<file path="config.mk">
export PLATFORM = sky130hd
export DESIGN_NAME = esync_top
export DESIGN_NICKNAME = d
export VERILOG_FILES = /design/src/rtl/esync_pkg.sv /design/src/rtl/esync_rst_sync.sv /design/src/rtl/esync_trial_acc.sv /design/src/rtl/esync_peak.sv /design/src/rtl/esync_top.sv
export SDC_FILE = /design/constraint.sdc
export NUM_CORES = 1
export LEC_CHECK = 0
export BUFFER_PORTS_ARGS = -buffer_cell sky130_fd_sc_hd__buf_2
export CORE_MARGIN = 2
export CORE_UTILIZATION = 50
export DETAILED_ROUTE_END_ITERATION = 12
export PLACE_DENSITY = 0.81
export SYNTH_ARGS = -nofsm -noshare
export SYNTH_HDL_FRONTEND = slang
export SYNTH_SLANG_ARGS = --single-unit
</file>
<file path="constraint.sdc">
create_clock -name clk -period 5.8 [get_ports clk]
set_input_delay 1.16 -clock clk [delete_from_list [all_inputs] [get_ports clk]]
set_output_delay 1.16 -clock clk [all_outputs]
set_load 0.03 [all_outputs]
</file>
<file path="src/rtl/esync_pkg.sv">
package esync_pkg;
  typedef enum logic [1:0] {
    ST_IDLE   = 2'd0,
    ST_COARSE = 2'd1,
    ST_FINE   = 2'd2
  } esync_state_e;
endpackage

</file>
<file path="src/rtl/esync_rst_sync.sv">
module esync_rst_sync (
  input  logic clk,
  input  logic rst_n_i,
  output logic rst_n_o
);
  logic [1:0] sync_q;

  always_ff @(posedge clk or negedge rst_n_i) begin
    if (!rst_n_i) sync_q <= 2'b00;
    else          sync_q <= {sync_q[0], 1'b1};
  end

  assign rst_n_o = sync_q[1];
endmodule

</file>
<file path="src/rtl/esync_trial_acc.sv">
module esync_trial_acc #(
  parameter int SMP_W   = 5,
  parameter int PULSE_W = 4,
  parameter int ACC_W   = SMP_W + PULSE_W
) (
  input  logic               clk,
  input  logic               rst_n,
  input  logic               clr,
  input  logic               en,
  input  logic [SMP_W-1:0]   smp,
  input  logic [PULSE_W-1:0] lim,
  output logic               done,
  output logic [ACC_W-1:0]   sum
);
  logic [PULSE_W-1:0] cnt_q, cnt_d;
  logic [ACC_W-1:0]   acc_q, acc_d;

  assign sum  = acc_q + ACC_W'(smp);
  assign done = en && (cnt_q == lim - PULSE_W'(1));

  always_comb begin
    cnt_d = cnt_q;
    acc_d = acc_q;
    if (clr || done) begin
      cnt_d = '0;
      acc_d = '0;
    end else if (en) begin
      cnt_d = cnt_q + PULSE_W'(1);
      acc_d = sum;
    end
  end

  always_ff @(posedge clk or negedge rst_n) begin
    if (!rst_n) begin
      cnt_q <= '0;
      acc_q <= '0;
    end else begin
      cnt_q <= cnt_d;
      acc_q <= acc_d;
    end
  end
endmodule

</file>
<file path="src/rtl/esync_peak.sv">
module esync_peak #(
  parameter int ACC_W = 9,
  parameter int OFF_W = 7
) (
  input  logic             clk,
  input  logic             rst_n,
  input  logic             take,
  input  logic             first,
  input  logic [ACC_W-1:0] sum,
  input  logic [OFF_W-1:0] off,
  output logic [OFF_W-1:0] best_off_nxt
);
  logic [ACC_W-1:0] best_q;
  logic [OFF_W-1:0] boff_q;
  logic             win;

  // strict compare: an equal later sum never displaces the earlier offset
  assign win          = take && (first || (sum > best_q));
  assign best_off_nxt = win ? off : boff_q;

  always_ff @(posedge clk or negedge rst_n) begin
    if (!rst_n) begin
      best_q <= '0;
      boff_q <= '0;
    end else if (win) begin
      best_q <= sum;
      boff_q <= off;
    end
  end
endmodule

</file>
<file path="src/rtl/esync_top.sv">
module esync_top
  import esync_pkg::*;
#(
  parameter int SMP_W    = 5,
  parameter int COARSE_W = 4,
  parameter int STEP_W   = 5,
  parameter int FINE_W   = 2,
  parameter int PULSE_W  = 4
) (
  input  logic                     clk,
  input  logic                     rst_n,
  input  logic                     start,
  input  logic [STEP_W-1:0]        cfg_steps,
  input  logic [PULSE_W-1:0]       cfg_pulses,
  input  logic                     smp_vld,
  input  logic [SMP_W-1:0]         smp,
  output logic [STEP_W+FINE_W-1:0] delay_code,
  output logic                     coarse_lock,
  output logic                     fine_lock,
  output logic [STEP_W+FINE_W-1:0] coarse_off,
  output logic [STEP_W+FINE_W-1:0] fine_off
);
  localparam int OFF_W       = STEP_W + FINE_W;
  localparam int ACC_W       = SMP_W + PULSE_W;
  localparam int FINE_TRIALS = 2 * (1 << FINE_W) + 1;
  localparam int TRIAL_W     = (STEP_W > FINE_W + 2) ? STEP_W : FINE_W + 2;
  localparam logic [OFF_W-1:0] STEP_OFF = OFF_W'(1 << FINE_W);

  logic rst_sn;
  esync_rst_sync u_rst (.clk(clk), .rst_n_i(rst_n), .rst_n_o(rst_sn));

  esync_state_e       state_q, state_d;
  logic [OFF_W-1:0]   off_q, off_d, per_q, per_d, coff_q, coff_d, foff_q, foff_d;
  logic [OFF_W-1:0]   off_inc, fstart, best_nxt;
  logic [TRIAL_W-1:0] trial_q, trial_d;
  logic [STEP_W-1:0]  steps_q, steps_d;
  logic [PULSE_W-1:0] plim_q, plim_d;
  logic               clk_lock_q, clk_lock_d, flk_q, flk_d;
  logic               active, in_coarse, acc_en, trial_done, last_trial, first_trial;
  logic [SMP_W-1:0]   smp_sel;
  logic [ACC_W-1:0]   trial_sum;

  assign active      = (state_q != ST_IDLE);
  assign in_coarse   = (state_q == ST_COARSE);
  assign smp_sel     = in_coarse ? SMP_W'(smp >> (SMP_W - COARSE_W)) : smp;
  assign acc_en      = active && smp_vld && !start;
  assign first_trial = (trial_q == '0);
  assign last_trial  = in_coarse ? (trial_q == TRIAL_W'(steps_q) - TRIAL_W'(1))
                                 : (trial_q == TRIAL_W'(FINE_TRIALS - 1));

  esync_trial_acc #(.SMP_W(SMP_W), .PULSE_W(PULSE_W), .ACC_W(ACC_W)) u_acc (
    .clk(clk), .rst_n(rst_sn), .clr(start), .en(acc_en), .smp(smp_sel),
    .lim(plim_q), .done(trial_done), .sum(trial_sum)
  );

  esync_peak #(.ACC_W(ACC_W), .OFF_W(OFF_W)) u_peak (
    .clk(clk), .rst_n(rst_sn), .take(trial_done), .first(first_trial),
    .sum(trial_sum), .off(off_q), .best_off_nxt(best_nxt)
  );

  // offset stepping: coarse grid, or fine unit wrapping at the symbol period
  always_comb begin
    if (in_coarse) begin
      off_inc = off_q + STEP_OFF;
    end else begin
      off_inc = off_q + OFF_W'(1);
      if (off_inc == per_q) off_inc = '0;
    end
    fstart = (best_nxt < STEP_OFF) ? (best_nxt + per_q - STEP_OFF) : (best_nxt - STEP_OFF);
  end

  always_comb begin
    state_d    = state_q;
    off_d      = off_q;
    trial_d    = trial_q;
    per_d      = per_q;
    steps_d    = steps_q;
    plim_d     = plim_q;
    coff_d     = coff_q;
    foff_d     = foff_q;
    clk_lock_d = 1'b0;
    flk_d      = 1'b0;
    if (start) begin
      state_d = ST_COARSE;
      off_d   = '0;
      trial_d = '0;
      steps_d = cfg_steps;
      plim_d  = cfg_pulses;
      per_d   = {cfg_steps, {FINE_W{1'b0}}};
    end else if (trial_done) begin
      if (!last_trial) begin
        trial_d = trial_q + TRIAL_W'(1);
        off_d   = off_inc;
      end else begin
        trial_d = '0;
        if (in_coarse) begin
          state_d    = ST_FINE;
          coff_d     = best_nxt;
          clk_lock_d = 1'b1;
          off_d      = fstart;
        end else begin
          state_d = ST_IDLE;
          foff_d  = best_nxt;
          flk_d   = 1'b1;
          off_d   = best_nxt;
        end
      end
    end
  end

  always_ff @(posedge clk or negedge rst_sn) begin
    if (!rst_sn) begin
      state_q    <= ST_IDLE;
      off_q      <= '0;
      trial_q    <= '0;
      per_q      <= '0;
      steps_q    <= '0;
      plim_q     <= '0;
      coff_q     <= '0;
      foff_q     <= '0;
      clk_lock_q <= 1'b0;
      flk_q      <= 1'b0;
    end else begin
      state_q    <= state_d;
      off_q      <= off_d;
      trial_q    <= trial_d;
      per_q      <= per_d;
      steps_q    <= steps_d;
      plim_q     <= plim_d;
      coff_q     <= coff_d;
      foff_q     <= foff_d;
      clk_lock_q <= clk_lock_d;
      flk_q      <= flk_d;
    end
  end

  assign delay_code  = off_q;
  assign coarse_lock = clk_lock_q;
  assign fine_lock   = flk_q;
  assign coarse_off  = coff_q;
  assign fine_off    = foff_q;
endmodule

</file>
* Word-level counts from Yosys, hierarchy flattened *
Index checks and enable logic that the tools add are counted.

operators by class
  $lt $le $gt $ge = 2
  reduce and logical (&&, ||, !) cells = 15
  divide/modulo/power cells = 0
  muxes and demuxes = 29
  shift-type cells = 0
  bitwise gates (word level) = 2
  add/sub/neg operators = 10
  multipliers = 0
  eq/ne operators = 5

operators by type and width
  operator                                                     number
  two-way mux 7 bit                                            8
  two-way mux 5 bit                                            4
  two-way mux 9 bit                                            2
  subtractor 7 x 3 -> 7 bit (second input constant)            2
  adder 9 x 5 -> 9 bit                                         1
  greater-than comparator 9 bit                                1
  two-way mux 1 bit                                            9
  two-way mux 2 bit                                            4
  two-way mux 4 bit                                            2
  AND reduction 4 bit                                          2
  nonzero test 2 bit                                           4
  adder 7 x 1 -> 7 bit (second input constant)                 1
  adder 7 x 3 -> 7 bit (second input constant)                 1
  adder 7 bit                                                  1
  == test 7 bit                                                1
  less-than comparator 7 x 3 -> 1 bit (second input constant)  1
  adder 5 x 1 -> 5 bit (second input constant)                 1
  == test 5 x 4 -> 1 bit (second input constant)               1
  == test 5 bit                                                1
  zero test 5 bit                                              1
  subtractor 5 x 1 -> 5 bit (second input constant)            1
  adder 4 x 1 -> 4 bit (second input constant)                 1
  == test 4 bit                                                1
  logical AND 1 bit                                            4
  other kinds (6)                                              8

storage, ports and cells
  logic and storage cells = 77
  bits in registers = 70
  bits in read-only memories = 0
  bits of input ports = 18
  latch bits = 0
  memories kept = 0
  bits in writable memories = 0
  output and inout bits = 23

* Longest topological paths before layout *
  depth in word-level cells = 14
  mapped depth = 30
  mapped depth without buffers = 28

* Modules after synthesis *
Synthesis repeated with hierarchy kept, for this count alone.

unflattened totals
  cells, all modules = 421
  area total of the unflattened synthesis = 4428.0 µm²

modules (own cells, without submodules)
  module           times used  area each (µm²)  sequential area each (µm²)  cells each
  esync_top        1           2576.2           975.9                       266
  esync_trial_acc  1           909.6            325.3                       88
  esync_peak       1           888.4            400.4                       64
  esync_rst_sync   1           53.8             50.0                        3

* Worst setup path after synthesis *
No wires, ideal clock.

  path kind = input -> register
  from = in smp[0]
  to = reg off_q[5], in the netlist delay_code[5]
  arrival time = 5388 ps
  path buffers = 1
  library setup time = 64 ps
  slack = 348 ps
  data required time = 5736 ps
  cell stages on the path = 25
  cells stage by stage = nand2_1 -> nand2_1 -> ha_1 -> inv_1 -> fa_1 -> o21ai_0 -> a21o_1 -> nand2_1 -> xnor2_1 -> ha_1 -> a211o_1 -> a21oi_1 -> nand4_1 -> a32oi_1 -> nor2_2 -> buf_6 -> mux2i_1 -> ha_1 -> inv_1 -> ha_1 -> fa_1 -> xnor2_1 -> a211o_1 -> o21ai_1 -> a21o_1

between the ends
  longest elaborated chain between the ends = 13
  elaborated cells on any way between the ends = 15
  those cells by class = 4 x add/sub; 2 x order compare; 7 x mux; 2 x reduce/logical

RTL lines
  element                          line                   RTL
  start: declaration               esync_top.sv:16        input logic [SMP_W-1:0] smp,
  two-way mux 5 bit *              esync_top.sv:45        assign smp_sel = in_coarse ? SMP_W'(smp >> (SMP_W - COARSE_W)) : smp;
  adder 9 x 5 -> 9 bit *           esync_trial_acc.sv:18  assign sum = acc_q + ACC_W'(smp);
  named net trial_sum[6]           esync_top.sv:41        logic [ACC_W-1:0] trial_sum;
  greater-than comparator 9 bit *  esync_peak.sv:18       assign win = take && (first || (sum > best_q));
  logical OR 1 bit *               esync_peak.sv:18
  logical AND 1 bit *              esync_peak.sv:18
  two-way mux 7 bit *              --
  adder 7 bit                      esync_top.sv:69        fstart = (best_nxt < STEP_OFF) ? (best_nxt + per_q - STEP_OFF) : (best_nxt - STEP_OFF);
  subtractor 7 x 3 -> 7 bit        esync_top.sv:69
  two-way mux 7 bit                esync_top.sv:69
  two-way mux 7 bit *              esync_top.sv:96        if (in_coarse) begin
  two-way mux 7 bit *              esync_top.sv:91        if (!last_trial) begin
  two-way mux 7 bit *              esync_top.sv:90        end else if (trial_done) begin
  two-way mux 7 bit *              esync_top.sv:83        if (start) begin
  end signal: assignment           esync_top.sv:114       off_q <= '0;
  end signal: assignment           esync_top.sv:125       off_q <= off_d;
  end: declaration                 esync_top.sv:33        logic [OFF_W-1:0] off_q, off_d, per_q, per_d, coff_q, coff_d, foff_q, foff_d;

Mark *: on every way through the listed nets, which the timed path passes. The rest lies on a longest branch. The select of a mux whose other input is x is not followed.
A chain may end at the register's enable or synchronous reset.

* Worst setup path in the final report *
  from = in smp[0]
  to = reg off_q[6], in the netlist delay_code[6]

Same word-level chain as after synthesis.

==> reports/metrics.csv <==
stage,metric,value,unit
synthesis,async_flop_share,100,%
cells_and_area,final_common_cell,nand2_1,
sta,period_minus_slack,5.43,ns
synthesis,synth.area.top_cells,"dfrtp_1, ha_1, nand2_1",
route,antenna_left,0,
power,power,1.22,mW
cells_and_area,mostFrequentLayoutCells,"nand2_1, dfrtp_1, o21ai_0",
sta,maxSlewHeadroom,43.0,%
setup_path,slowest_stage,fa_1,
synthesis,yosysSeqAreaShare,41.0,%
floorplan,num_rows,33,
setup_path,arrival,5.65,ns
clock_network,post-cts-setup-buffers,0,
clock_network,cts_hold_buf,0,
global_routing,grt_pass1_wl,15600,microns
floorplan,io_pins,41,
route,drt-total-wl,9370,microns
route,wl_per_cell,15.0,microns
cells_and_area,drive_gt1_share,15.4,%
synthesis,syn-num-nets,520,
cells_and_area,syn2layout_area_growth,11.8,%
synthesis,yosys.area.top_type,dfrtp_1,
setup_path,cp.required,6.02,ns
outcome,status,"finished, final reports clean",
sta,tightest_slew,0.855,ns
setup_path,critPathLaunchType,primary input,
clock_network,htree_levels,3,
route,firstDrtPassIters,5,
floorplan,dieArea,0.00930,sq mm
global_routing,grt_usage,21.8,%
cells_and_area,diodes,0,
clock_network,cts_made_buffers,9,
synthesis,synthCells,472,
setup_path,max_stage_delay,0.39,ns
clock_network,clk_path_buf_depth,2,
synthesis,synth_top_area_share,41.0,%
cells_and_area,layout.nets,561,
floorplan,core,0.00826,sq mm
synthesis,netlist_area,0.00427,sq mm
global_routing,grt_max_degree,69,
floorplan,die_h,96.4,microns
floorplan,start_util,51.7,%
power,leakage,2.43,nW
synthesis,ys_ff_latch,70,
worst_hold_path,worstHoldPathType,reg2reg,
power,peakVddDrop,0.115,mV
sta,post-route-period-util,93.6,%
placed_design,port_buffers,40,
setup_path,setup.worst_path.start,smp[0],
placed_design,detailed_place_hpwl,6790,microns
clock_network,cts_tree,built,
global_routing,grt-ovfl-total,0,
clock_network,clock_sinks,70,
global_routing,grt_pass1_vias,3341,
floorplan,die_width,96.4,microns
sta,skew,0.00681,ns
clock_network,clk_latency,0.35,ns
setup_path,crit_type,in2reg,
placed_design,dpl.cell_count,607,
setup_path,cp_common_cell,ha_1,
global_routing,antenna_found_initial,0,
synthesis,synth.distinct_cells,51,
sta,setup_violations,0,
synthesis,ys_warn_count,0,
synthesis,synth_edf_count,0,
synthesis,syn_area_per_cell,9.05,sq um
placed_design,gp_congestion,0.877,
cells_and_area,instances_no_fill,623,
setup_path,crit_family,compound AO/OA/AOI/OAI gates,
setup_path,cp_max_fo,24,
setup_path,crit_buf_inv,4,
route,drc,0,
clock_network,clk_pin_slew,0.08,ns
setup_path,reg2reg_from,state_q[0]$_DFFE_PN0P_,
worst_hold_path,hold_path_startpoint,u_rst.sync_q[0]$_DFF_PN0_,
sta,hold_viol,0,
clock_network,cts_root_buf,clkbuf_8,
power,p_per_area,256,mW/mm^2
job,drv_cap,0,
route,drt_iter0_drc,194,
cells_and_area,fillers,732,
route,route.vias.total,3459,
sta,clock.fmax,184,MHz
sta,finalHoldWorstSlack,0.365,ns
route,viasPerCell,5.55,
sta,slew_viol_final,0,
setup_path,endpoint_kind,flip-flop,
synthesis,synth_flop_cell,dfrtp_1,
per-layer routing:
metal / track usage, % / wire length [microns]
met2: 33.2 / 4320
met4: 9.27 / 223
met3: 5.20 / 606
met1: 29.9 / 4220
met5: 0 / 0
layout make-up:
cell class,count,area (sq um),share of cell area (%)
Clock buffer,10,128,2.67
Clock inverter,6,62.6,1.31
Inverter,38,143,2.99
Multi-Input combinational cell,343,2270,47.6
Sequential cell,70,1750,36.7
Tap cell,105,131,2.75
Timing Repair Buffer,51,283,5.92
final timing paths:
kind,end,slack (ns),cells after the start
setup / recovery,delay_code[6]$_DFFE_PN0P_,0.37,26
hold / removal,u_rst.sync_q[1]$_DFF_PN0_,0.37,0
setup reg to reg,delay_code[6]$_DFFE_PN0P_,0.51,26
hold reg to reg,u_rst.sync_q[1]$_DFF_PN0_,0.37,0
max in group asynchronous,u_peak.best_q[8]$_DFFE_PN0P_,4.77,1
min in group asynchronous,steps_q[0]$_DFFE_PN0P_,0.42,1
per-stage QoR:
| stage | util, % | area, sq um | TNS (ns) | setup WS (ns) |
|---|---|---|---|---|
| floorplan | - | 4270 | 0 | 0.348 |
| global route | 57.8 | 4770 | -0.0562 | -0.0562 |
| CTS | 57.6 | 4760 | 0 | 0.220 |
| detailed placement | 55.3 | 4570 | -0.208 | -0.146 |
| global placement | 55.3 | 4570 | 0 | 0.148 |
| finish | 57.8 | 4770 | 0 | 0.371 |
where the power goes:
part | internal, mW | switching [mW] | leakage, nW
clock | 0.197 | 0.194 | 0.0883
combinational | 0.118 | 0.157 | 1.42
sequential | 0.531 | 0.0263 | 0.922
state kept, by name, summed over array words and instances, names as in the netlist, 2 cells and up:
| register | count |
|---|---|
| coarse_off | 7 |
| delay_code | 7 |
| fine_off | 7 |
| plim_q | 4 |
| state_q | 2 |
| steps_q | 5 |
| trial_q | 5 |
| u_acc.acc_q | 9 |
| u_acc.cnt_q | 4 |
| u_peak.best_q | 9 |
| u_peak.boff_q | 7 |
| u_rst.sync_q | 2 |
Yosys cell counts, types with 2 or more instances:
cell type  count
nor2_1        32
xnor2_1       25
a21oi_1       25
nor3_1         8
o211ai_1       2
dfrtp_1       70
ha_1          28
a32oi_1        2
and2_1         3
clkbuf_1      11
o21ai_1        5
nor2b_1        4
mux2_2         4
a41oi_1        2
fa_1           2
a22oi_1        2
o21a_1         2
xor2_1        10
o21ai_0       42
mux2i_1       11
nand2_4        2
o31ai_1        3
buf_2          5
o21bai_1       2
nand3_1        9
and3_1         3
nand4_1        3
a21o_1         7
a211oi_1       2
inv_1         38
nand2_1       73
nand2b_1       2
nor3b_1        2
a31oi_1        9
a211o_1        3
buf_6          4
logic make-up (layout without fill, tap and decap cells):
logic type / after synthesis / in the layout / synth area share [%]
simple gates: 149 / 149 / 16.8
compound gates: 112 / 112 / 15.5
mux: 15 / 15 / 3.63
buf+inv: 59 / 105 / 6.12
fa+ha+maj: 30 / 30 / 9.14
xor+xnor: 36 / 36 / 7.71
flops: 70 / 70 / 41.0
other cells: 1 / 1 / 0.0878
what timing repair did:
item,4_1_cts,5_1_grt
setup endpoints to repair,0,3
gates resized for setup,0,4
endpoints found under the hold margin,0,0
No activity file was read; power rests on OpenSTA's default activity.
